[src/rtl/dpalu_pkg.sv]
// Package: opcode encoding, operation classes and flag bit positions
// shared by the data-processing ALU and its checker.
package dpalu_pkg;

    typedef enum logic [3:0] {
        OP_AND = 4'd0,  OP_EOR = 4'd1,  OP_SUB = 4'd2,  OP_RSB = 4'd3,
        OP_ADD = 4'd4,  OP_ADC = 4'd5,  OP_SBC = 4'd6,  OP_RSC = 4'd7,
        OP_TST = 4'd8,  OP_TEQ = 4'd9,  OP_CMP = 4'd10, OP_CMN = 4'd11,
        OP_ORR = 4'd12, OP_MOV = 4'd13, OP_BIC = 4'd14, OP_MVN = 4'd15
    } dp_op_e;

    typedef enum logic [1:0] {
        CLS_LOGIC = 2'd0,   // result-writing, NZC on request, V kept
        CLS_ARITH = 2'd1,   // result-writing, NZCV on request
        CLS_TEST  = 2'd2,   // no write, NZC always, V kept
        CLS_CMP   = 2'd3    // no write, NZCV always
    } dp_class_e;

    localparam int FLAG_N = 3;
    localparam int FLAG_Z = 2;
    localparam int FLAG_C = 1;
    localparam int FLAG_V = 0;
    localparam int NFLAGS = 4;

    // Map an opcode onto its flag-policy class.
    function automatic dp_class_e op_class(input logic [3:0] op);
        if (op inside {[4'd2:4'd7]})       return CLS_ARITH;
        else if (op inside {4'd8, 4'd9})   return CLS_TEST;
        else if (op inside {4'd10, 4'd11}) return CLS_CMP;
        else                               return CLS_LOGIC;
    endfunction

endpackage

[src/rtl/dpalu_adder.sv]
// Adder with optional inversion of either input and a carry-in.
// Subtraction is formed as x + ~y + cin. Assumes the caller selects
// the inversion and carry-in per opcode. Signed overflow is judged on
// the inputs after inversion.
module dpalu_adder #(
    parameter int W = 32
) (
    input  logic [W-1:0] a,
    input  logic [W-1:0] b,
    input  logic         inv_a,
    input  logic         inv_b,
    input  logic         cin,
    output logic [W-1:0] sum,
    output logic         cout,
    output logic         ovf
);
    logic [W-1:0] x, y;

    // Conditional operand inversion, then a W+1 bit sum.
    always_comb begin
        x = inv_a ? ~a : a;
        y = inv_b ? ~b : b;
        {cout, sum} = {1'b0, x} + {1'b0, y} + {{W{1'b0}}, cin};
        ovf = (x[W-1] == y[W-1]) && (sum[W-1] != x[W-1]);
    end
endmodule

[src/rtl/dpalu_logic.sv]
// Bitwise unit covering the logical, move and test opcodes. For
// arithmetic opcodes it outputs zero; the top ignores it then.
module dpalu_logic
    import dpalu_pkg::*;
#(
    parameter int W = 32
) (
    input  logic [3:0]   op,
    input  logic [W-1:0] a,
    input  logic [W-1:0] b,
    output logic [W-1:0] y
);
    // Select the bitwise function from the opcode.
    always_comb begin
        unique case (dp_op_e'(op))
            OP_AND, OP_TST: y = a & b;
            OP_EOR, OP_TEQ: y = a ^ b;
            OP_ORR:         y = a | b;
            OP_MOV:         y = b;
            OP_BIC:         y = a & ~b;
            OP_MVN:         y = ~b;
            default:        y = '0;
        endcase
    end
endmodule

[src/rtl/dpalu_flagctl.sv]
// Flag policy. It chooses which flags take new values for the given
// opcode class and set-flags request, and drives the write enable.
// Assumes val is the value the flags describe (adder sum or logic
// output).
module dpalu_flagctl
    import dpalu_pkg::*;
#(
    parameter int W = 32
) (
    input  logic [3:0]        op,
    input  logic              set_flags,
    input  logic [W-1:0]      val,
    input  logic              add_c,
    input  logic              add_v,
    input  logic              shift_c,
    input  logic [NFLAGS-1:0] cur,
    output logic [NFLAGS-1:0] nxt,
    output logic              wr_en
);
    dp_class_e cls;
    logic      upd_nzc, upd_v, arith;

    // Decide which flags update this cycle.
    always_comb begin
        cls     = op_class(op);
        arith   = (cls == CLS_ARITH) || (cls == CLS_CMP);
        wr_en   = (cls == CLS_ARITH) || (cls == CLS_LOGIC);
        upd_nzc = set_flags || !wr_en;
        upd_v   = arith && upd_nzc;
    end

    // Form the next flag vector, keeping the flags that do not update.
    always_comb begin
        nxt = cur;
        if (upd_nzc) begin
            nxt[FLAG_N] = val[W-1];
            nxt[FLAG_Z] = (val == '0);
            nxt[FLAG_C] = arith ? add_c : shift_c;
        end
        if (upd_v) nxt[FLAG_V] = add_v;
    end
endmodule

[src/rtl/dp_alu.sv]
// Top level of the flag-setting data-processing ALU. The datapath is
// combinational and the N/Z/C/V flags are registered. The second
// operand arrives already shifted. Flags load at every clock edge;
// when no update applies they load their own value.
module dp_alu
    import dpalu_pkg::*;
#(
    parameter int W = 32
) (
    input  logic              clk,
    input  logic              rst_n,
    input  logic [3:0]        op,
    input  logic [W-1:0]      opa,
    input  logic [W-1:0]      opb,
    input  logic              shift_c,
    input  logic              set_flags,
    output logic [W-1:0]      result,
    output logic              wr_en,
    output logic [NFLAGS-1:0] flags_nx,
    output logic [NFLAGS-1:0] flags_q
);
    logic [W-1:0] sum, lval, val;
    logic         inv_a, inv_b, cin, add_c, add_v;

    // Adder setup per opcode: operand inversion and carry-in.
    always_comb begin
        inv_a = 1'b0;
        inv_b = 1'b0;
        cin   = 1'b0;
        unique case (dp_op_e'(op))
            OP_SUB, OP_CMP: begin inv_b = 1'b1; cin = 1'b1; end
            OP_SBC:         begin inv_b = 1'b1; cin = flags_q[FLAG_C]; end
            OP_RSB:         begin inv_a = 1'b1; cin = 1'b1; end
            OP_RSC:         begin inv_a = 1'b1; cin = flags_q[FLAG_C]; end
            OP_ADC:         cin = flags_q[FLAG_C];
            default:        ;
        endcase
    end

    dpalu_adder #(.W(W)) u_add (
        .a(opa), .b(opb), .inv_a(inv_a), .inv_b(inv_b), .cin(cin),
        .sum(sum), .cout(add_c), .ovf(add_v)
    );

    dpalu_logic #(.W(W)) u_log (
        .op(op), .a(opa), .b(opb), .y(lval)
    );

    // Pick the adder or the bitwise value by opcode class.
    always_comb begin
        val    = (op_class(op) inside {CLS_ARITH, CLS_CMP}) ? sum : lval;
        result = val;
    end

    dpalu_flagctl #(.W(W)) u_flg (
        .op(op), .set_flags(set_flags), .val(val), .add_c(add_c),
        .add_v(add_v), .shift_c(shift_c), .cur(flags_q),
        .nxt(flags_nx), .wr_en(wr_en)
    );

    // Flag register with synchronous active-low reset.
    always_ff @(posedge clk) begin
        if (!rst_n) flags_q <= '0;
        else        flags_q <= flags_nx;
    end
endmodule

[config.mk]
export PLATFORM = sky130hd
export DESIGN_NAME = dp_alu
export DESIGN_NICKNAME = d
export VERILOG_FILES = /design/src/rtl/dpalu_pkg.sv /design/src/rtl/dpalu_adder.sv /design/src/rtl/dpalu_logic.sv /design/src/rtl/dpalu_flagctl.sv /design/src/rtl/dp_alu.sv
export SDC_FILE = /design/constraint.sdc
export NUM_CORES = 1
export LEC_CHECK = 0
export BUFFER_PORTS_ARGS = -buffer_cell sky130_fd_sc_hd__buf_2
export CORE_AREA = 2 2 123 125
export CTS_BUF_LIST = sky130_fd_sc_hd__clkbuf_16
export CTS_CLUSTER_DIAMETER = 200
export DETAILED_ROUTE_END_ITERATION = 6
export DIE_AREA = 0 0 125 127
export PLACE_DENSITY = 0.68
export SETUP_SLACK_MARGIN = 0.5
export SLEW_MARGIN = 20
export SYNTH_ARGS = -nofsm -noshare
export SYNTH_HDL_FRONTEND = slang
export SYNTH_HIERARCHICAL = 1
export SYNTH_SLANG_ARGS = --single-unit
export TNS_END_PERCENT = 1
[constraint.sdc]
create_clock -name clk -period 7.7 [get_ports clk]
set_clock_uncertainty 0.2 [all_clocks]
set_input_delay 1.155 -clock clk [delete_from_list [all_inputs] [get_ports clk]]
set_output_delay 1.155 -clock clk [all_outputs]
set_load 0.02 [all_outputs]
==> results of run 1 <==
==> what timing repair did <==
| action | in CTS | in global routing |
|---|---|---|
| resized for setup | 0 | 5 |
| hold buffers | 0 | 0 |
| endpoints found under the setup margin | 0 | 1 |
==> layer usage <==
layer  vias up  global-route usage  part of all wire
met5         -                   0                 0
met4         0              0.0431             0.012
met3        14              0.0226             0.065
met2       204               0.357              0.45
met1      2716               0.295              0.47
li1       2778                   -                 -
==> power groups by stage <==
stage,clock (W),combinational (W),sequential (W)
final,0.0000814,0.000761,0.0000239
after global routing,0.0000845,0.000828,0.0000242
after CTS,0.0000832,0.000750,0.0000239
after detailed placement,0,0.000746,0.0000242
after global placement,0,0.000744,0.0000244
after floorplan,0,0.000542,0.0000265
==> metrics by stage <==
step / setup WS, ns / total power (W)
6_report: 0.729 / 0.000866
2_1_floorplan: 0.854 / 0.000568
3_5_place_dp: 0.710 / 0.000770
4_1_cts: 0.701 / 0.000857
5_1_grt: 0.513 / 0.000936
3_3_place_gp: 0.867 / 0.000768
==> area by class of cell <==
cell class / instances / area, µm²
Sequential cell: 4 / 80.1
Timing Repair Buffer: 126 / 678
Tap cell: 184 / 230
Clock buffer: 3 / 75.1
Inverter: 74 / 278
Fill cell: 1471 / 7950
Multi-Input combinational cell: 585 / 5130
==> critical path: stages <==
cell      delay (ns)
buf_2           0.29
and3b_2         0.48
buf_12          0.25
xor2_1          0.21
ha_1            0.34
and3_2          0.27
a221oi_4        0.31
or4_1           0.19
a31oi_1         0.17
or4b_1          0.52
and4_1          0.16
mux2_2          0.28
nor4_1          0.22
nand4_1         0.21
o31ai_2         0.33
buf_2           0.22
==> Yosys cell counts, types with 3 or more instances <==
cell and count:
nand2_1 28, buf_2 14, mux2_2 32, nand2b_1 39, buf_1 7, a21o_1 14
nor2_1 23, o211ai_1 6, a21oi_1 33, and2_1 6, a31oi_1 8, buf_6 8
and3_1 3, nand3_1 8, o31ai_1 3, o21bai_1 3, a22oi_2 30, dfxtp_1 4
a211oi_1 3, inv_1 74, ha_1 63, clkbuf_1 22, o221ai_2 30, nor2b_1 7
xor2_1 71, mux2i_1 32, o21ai_0 14, xnor2_1 20, o22a_1 31, nor4_1 9
mux2_1 4, nor3_1 7, nand4_1 11
==> worst max-delay path by stage <==
stage,start,to,cells past startpoint
2_1_floorplan,op[3],flags_nx[2],18
3_3_place_gp,op[0],flags_nx[2],17
3_5_place_dp,op[0],flags_nx[2],17
4_1_cts,op[0],flags_nx[2],17
5_1_grt,op[2],flags_nx[2],18
6_report,op[0],flags_nx[2],16
==> kinds of logic (layout without fill, tap and decap cells) <==
logic type               after synthesis  count (layout)  share of synthesized area
AND/OR/NAND/NOR                      161             161                      0.157
XOR/XNOR                              91              91                      0.139
multiplexers                          68              68                      0.127
adder cells (fa/ha/maj)               65              65                      0.145
buffers and inverters                129             203                     0.0998
AO/OA/AOI/OAI                        200             200                      0.319
flip-flops                             4               4                     0.0140
==> reports/metrics.yaml, run 1 <==
routing:
  dr.pass1.iters: 5
  wl_mm: 17.6
  ant_nets: 0
  drt_first_iter_violations: 352
  post_drt_wl_per_cell_um: 18.0
  vias: 5712
  drc: 0
  vias_per_cell: 5.85
sta:
  finalSetupViolCount: 0
  period_share: 0.905
  rsz0062_at_grt: "false"
  worst_pin_slew_ns: 0.883
  slew_violations: 0
  hold_viol_final: 0
  fin_setup_tns_ns: 0
  fmax_mhz: 143
  fin_crit_ns: 6.97
  slew-limit-headroom: 0.409
  whs_ns: 0.389
critical_path:
  critPathLaunchType: "primary input"
  cp.required_ns: 6.34
  r2r-end: "flags_q[2]"
  end_kind: "primary output"
  reg2reg_depth: 18
  ff2ff_setup_slack_ns: 3.24
  worstPathArrival_ns: 5.62
  crit_fanout: 22
  critPathKind: "in2out"
  reg2reg_from: "flags_q[1]"
floorplanning:
  fp.dieW_um: 125
  initial_core_util: 0.397
  ioPinCount: 113
  die-area_um2: 15900
  core_um2: 14400
  rows: 44
  die_h_um: 127
global_routing:
  grt_usage: 0.212
  grt_max_degree: 32
  antenna_found_initial: 0
  grt_pass1_vias: 5555
  grt_pass1_wl_mm: 28.6
  gr-total-overflow: 0
final_layout:
  final_util: 0.449
  finalNonFillerCells: 976
  fin_nets: 931
  largest_reg_flops: 4
  drive_above_1_share: 0.307
  top_register: "flags_q"
  area_delta_synth_final_pct: 12.9
  n_antenna_cell: 0
  final_cell_mix: "buf_2 (112), inv_1 (74), xor2_1 (71)"
  reg_top3: "flags_q: 4 flops"
  mostFrequentLayoutCell: "buf_2"
  finish.instance_area_um2: 6470
power_and_ir_drop:
  p_leak_nw: 3.07
  internal-power_w: 0.000396
  p_sw_frac: 0.543
  switching_power_w: 0.000471
  p_per_area_nw_per_um2: 134
  pwr-share-clk: 0.094
  pwr-share-comb: 0.878
  seqPwrFrac: 0.028
  peakVddDrop_uv: 147
min_path:
  whs_path_depth: 2
  min_from: "flags_q[0]"
  min_to: "flags_q[0]"
  hold_path.class: "reg2reg"
synth:
  yosys.area.top_type: "ha_1"
  synth_enable_flop_cells: 0
  synthArstFlopShare: 0
  seq_area_frac_synth: 0.0140
  syn_nets: 855
  avgSynthCellArea_um2: 7.98
  ys_warn_count: 6
  synth.distinct_cells: 70
  synth_area_um2: 5730
  yosys_register_bits: 4
  synth_area_leaders: "ha_1 (14%), xor2_1 (11%), o221ai_2 (7.9%)"
  ys.flop_type: "dfxtp_1"
  synth_top_area_frac: 0.138
  synth_cells: 718
clock_network:
  postCtsSetupBuffers: 0
  clk_pin_slew_ns: 0.03
  cts_tree: "done"
  htree_levels: 1
  cts-buffers-inserted: 3
  clk_latency_ns: 0.22
  clockBufferDepth: 2
  cts_sinks: 4
  cts_root_buffer: "clkbuf_16"
place:
  dp_cells: 973
  hpwl_mm: 14.0
  numPortBuffers: 112
  place_area_um2: 6370
  gp_congestion: 0.929
status:
  status: "finished clean"
job:
  cap_violations: 0
Note: power is estimated with default switching activity, not from simulation.
==> run 2, diff against run 1 <==
==> constraint.sdc (replaced) <==
create_clock -name clk -period 7.7 [get_ports clk]
set_clock_uncertainty 0.2 [all_clocks]
set_input_delay 1.155 -clock clk [delete_from_list [all_inputs] [get_ports clk]]
set_output_delay 1.155 -clock clk [all_outputs]
set_load 0.1 [all_outputs]
==> reports/metrics.yaml, run 2 (synthesis gave the netlist of run 1 again) <==
sta:
  slew_violations: 0
  fin_setup_tns_ns: 0
  hold_viol_final: 0
  finalSetupViolCount: 0
  fin_crit_ns: 7.00
  period_share: 0.909
  setup_ws_ns: 0.700
  fmax_mhz: 143
  worst_pin_slew_ns: 1.06
  slew-limit-headroom: 0.296
  rsz0062_at_grt: "false"
final_layout:
  n_antenna_cell: 0
  largest_reg_flops: 4
  nFillCells: 1485
  mostFrequentLayoutCell: "buf_2"
  final_cell_mix: "buf_2 (111), inv_1 (74), xor2_1 (71)"
  drive_above_1_share: 0.311
  area_delta_synth_final_pct: 13.7
  final_util: 0.452
  top_register: "flags_q"
  reg_top3: "flags_q: 4 flops"
  fin_nets: 936
job:
  cap_violations: 0
routing:
  ant_nets: 0
  drc: 0
  post_drt_wl_per_cell_um: 18.0
  dr.pass1.iters: 5
  vias: 5669
  vias_per_cell: 5.78
  wl_mm: 17.6
  drt_first_iter_violations: 363
clock_network:
  cts_tree: "done"
  cts_root_buffer: "clkbuf_16"
  clk_pin_slew_ns: 0.03
  cts-buffers-inserted: 3
  cts_sinks: 4
  clockBufferDepth: 2
  clk_latency_ns: 0.22
  hold_buffers: 0
  htree_levels: 1
min_path:
  whs_path_depth: 2
  min_to: "flags_q[0]"
  hold_path.class: "reg2reg"
  min_from: "flags_q[0]"
place:
  hpwl_mm: 13.8
  pre_cts_ws_ns: 0.624
  gp_congestion: 0.954
  numPortBuffers: 112
critical_path:
  end_kind: "primary output"
  r2r-end: "flags_q[2]"
  ff2ff_setup_slack_ns: 3.31
  crit_fanout: 20
  cp.required_ns: 6.34
  reg2reg_from: "flags_q[1]"
  critPathLaunchType: "primary input"
  worstPathArrival_ns: 5.65
  reg2reg_depth: 18
  critPathKind: "in2out"
power_and_ir_drop:
  peakVddDrop_uv: 237
  p_per_area_nw_per_um2: 189
  p_leak_nw: 3.10
floorplanning:
  fp.dieW_um: 125
  die-area_um2: 15900
  rows: 44
  ioPinCount: 113
  core_um2: 14400
  initial_core_util: 0.397
  die_h_um: 127
global_routing:
  gr-total-overflow: 0
  grt_usage: 0.211
  antenna_found_initial: 0
  grt_pass1_wl_mm: 28.4
  grt_max_degree: 43
  grt_pass1_vias: 5482
status:
  status: "finished clean"
[run 2: critical path: stages]
cell	delay, ns
buf_2	0.23
and3b_2	0.26
buf_4	0.32
xor2_1	0.26
ha_1	0.32
a21o_1	0.26
a211o_2	0.34
o2111ai_1	0.28
nand2_1	0.19
a31o_2	0.29
xor2_1	0.15
mux2_2	0.30
nor4_1	0.45
nand4_1	0.28
o31ai_4	0.30
buf_12	0.21
[run 2: how the worst max path moves through the flow]
| stage | startpoint | endpoint |
|---|---|---|
| after floorplan | op[3] | flags_nx[2] |
| after global placement | op[2] | flags_nx[2] |
| after detailed placement | op[2] | flags_nx[2] |
| after CTS | op[2] | flags_nx[2] |
| after global routing | op[2] | flags_nx[2] |
| final | op[1] | flags_nx[2] |
[run 2: through the flow]
stage	power, W	std cells	area (µm²)	hold WS, ns
after global routing	0.00130	981	6520	0.432
after CTS	0.00122	975	6450	0.399
after detailed placement	0.00113	972	6370	0.385
after floorplan	0.000928	718	5750	1.08
after global placement	0.00113	972	6370	0.383
final	0.00123	981	6520	0.386
[run 2: per-layer routing]
metal	global-route usage	wire [µm]	vias to the layer above
met5	0	0	-
met4	0.0288	182	0
met3	0.0159	1020	18
met2	0.371	8470	196
met1	0.290	7950	2670
li1	-	-	2785
[run 2: what timing repair did]
item                                   4_1_cts  5_1_grt
setup endpoints to repair                    0        1
setup buffers                                0        6
gates resized for setup                      0        3
endpoints found under the hold margin        0        0
[run 2: final cells by class]
class,count,area (µm²),share of cell area
Sequential cell,4,80.1,0.0123
Multi-Input combinational cell,585,5130,0.788
Inverter,74,278,0.0426
Timing Repair Buffer,131,718,0.110
Clock buffer,3,75.1,0.0115
Tap cell,184,230,0.0353
[run 2: power by group]
part / total [W] / internal [W] / switching (W)
registers: 0.0000239 / 0.0000228 / 0.00000109
clock network: 0.0000797 / 0.0000662 / 0.0000134
logic: 0.00113 / 0.000309 / 0.000816
total: 0.00123 / 0.000398 / 0.000831
==> run 3, diff against run 2 <==
--- a/config.mk
+++ b/config.mk
@@ -11,7 +11,7 @@
 export CTS_CLUSTER_DIAMETER = 200
 export DETAILED_ROUTE_END_ITERATION = 6
 export DIE_AREA = 0 0 125 127
-export PLACE_DENSITY = 0.68
+export PLACE_DENSITY = 0.71
 export SETUP_SLACK_MARGIN = 0.5
 export SLEW_MARGIN = 20
 export SYNTH_ARGS = -nofsm -noshare
==> constraint.sdc (replaced) <==
create_clock -name clk -period 6.25 [get_ports clk]
set_clock_uncertainty 0.2 [all_clocks]
set_input_delay 0.9375 -clock clk [delete_from_list [all_inputs] [get_ports clk]]
set_output_delay 0.9375 -clock clk [all_outputs]
set_load 0.1 [all_outputs]
==> reports/metrics.yaml, run 3 (synthesis gave the netlist of run 1 again) <==
final_layout:
  n_antenna_cell: 0
  top_register: "flags_q"
  area_delta_synth_final_pct: 28.1
  fin_nets: 977
  drive_above_1_share: 0.383
  final_cell_mix: "buf_2 (93), inv_1 (73), xor2_1 (71)"
  largest_reg_flops: 4
  mostFrequentLayoutCell: "buf_2"
  reg_top3: "flags_q: 4 flops"
place:
  hpwl_mm: 15.3
  gp_congestion: 0.982
  pre_cts_ws_ns: 0.192
  numPortBuffers: 112
power_and_ir_drop:
  p_per_area_nw_per_um2: 240
  finalPower_w: 0.00176
  p_leak_nw: 3.44
  peakVddDrop_uv: 263
floorplanning:
  rows: 44
  die-area_um2: 15900
  core_um2: 14400
  die_h_um: 127
  initial_core_util: 0.397
  ioPinCount: 113
  fp.dieW_um: 125
critical_path:
  end_kind: "primary output"
  critPathLaunchType: "primary input"
  reg2reg_depth: 19
  reg2reg_from: "flags_q[1]"
  critPathKind: "in2out"
  worstPathArrival_ns: 4.84
  worstSetupStartpoint: "op[1]"
  r2r-end: "flags_q[2]"
  ff2ff_setup_slack_ns: 2.10
  cp.required_ns: 5.11
  crit_fanout: 8
sta:
  period_share: 0.956
  worst_pin_slew_ns: 0.830
  hold_viol_final: 0
  setup_ws_ns: 0.273
  fin_crit_ns: 5.98
  slew-limit-headroom: 0.447
  rsz0062_at_grt: "true"
  slew_violations: 0
  whs_ns: 0.389
  fmax_mhz: 167
  finalSetupViolCount: 0
job:
  cap_violations: 0
clock_network:
  cts-buffers-inserted: 3
  cts_sinks: 4
  clk_pin_slew_ns: 0.03
  htree_levels: 1
  clk_latency_ns: 0.22
  hold_buffers: 0
  cts_tree: "done"
  cts_root_buffer: "clkbuf_16"
  clockBufferDepth: 2
min_path:
  hold_path.class: "reg2reg"
  min_from: "flags_q[0]"
  min_to: "flags_q[0]"
  whs_path_depth: 2
global_routing:
  grt_use_met3: 0.0214
  grt_max_degree: 33
  gr-total-overflow: 0
  busiest_layer: "met2"
  grt_pass1_vias: 6039
  antenna_found_initial: 0
  grtUsageMet1: 0.304
  grt.met2_usage: 0.391
  grt_pass1_wl_mm: 30.2
  grt_usage: 0.224
routing:
  drt_first_iter_violations: 405
  wl_mm: 19.0
  drc: 0
  dr.pass1.iters: 5
  vias: 6005
  ant_nets: 0
  post_drt_wl_per_cell_um: 18.5
  vias_per_cell: 5.88
status:
  status: "finished clean"
-- run 3: changes by cell type in the layout (fill, tap and decap cells not counted), sizes merged --
cell | before | now
buf | 131 | 171
clkbuf | 3 | 4
-- run 3: stage by stage --
step	util	std cells	setup TNS [ns]	area [µm²]
after detailed placement	0.479	1006	0	6910
after floorplan	-	718	-0.138	5820
final	0.509	1022	0	7340
after global routing	0.509	1022	0	7340
after CTS	0.494	1013	0	7120
after global placement	0.479	1006	0	6910
-- run 3: power by group --
group           total, W  leakage [nW]  switching [W]  internal [W]
combinational    0.00163          3.37        0.00108      0.000556
sequential     0.0000295        0.0327     0.00000142     0.0000281
clock          0.0000983        0.0370      0.0000166     0.0000816
-- run 3: critical path, stage by stage --
cell     delay, ns
buf_2         0.13
and3b_2       0.30
buf_12        0.18
buf_4         0.15
xor2_1        0.16
ha_2          0.38
nand2_1       0.14
or2_2         0.31
o21ba_4       0.25
o31ai_2       0.25
a31oi_1       0.15
xnor2_1       0.15
mux2_4        0.32
nor4_4        0.30
nand4_1       0.22
o31ai_4       0.28
buf_12        0.21
-- run 3: how the worst max path moves through the flow --
stage | cells past startpoint | slack [ns] | end
after global placement | 18 | 0.1 | flags_nx[2]
final | 17 | 0.27 | flags_nx[2]
after detailed placement | 18 | 0.19 | flags_nx[2]
after global routing | 19 | 0.12 | flags_nx[2]
after floorplan | 18 | -0.14 | flags_nx[2]
after CTS | 18 | 0.30 | flags_nx[2]
-- run 3: layout make-up --
type / count / area [µm²]
Timing Repair Buffer: 172 / 1330
Fill cell: 1408 / 7080
Sequential cell: 4 / 80.1
Multi-Input combinational cell: 585 / 5350
Inverter: 74 / 278
Clock buffer: 3 / 75.1
Tap cell: 184 / 230
-- run 3: per-layer routing --
metal / vias to the layer above / part of all wire
li1: 2871 / -
met1: 2889 / 0.45
met2: 209 / 0.48
met3: 36 / 0.055
met4: 0 / 0.014
met5: - / 0
-- run 3: repair_timing --
action | in CTS | in global routing
setup endpoints to repair | 1 | 2
cloned | 0 | 1
pin swaps | 15 | 18
setup buffers | 4 | 8
resized for setup | 22 | 32
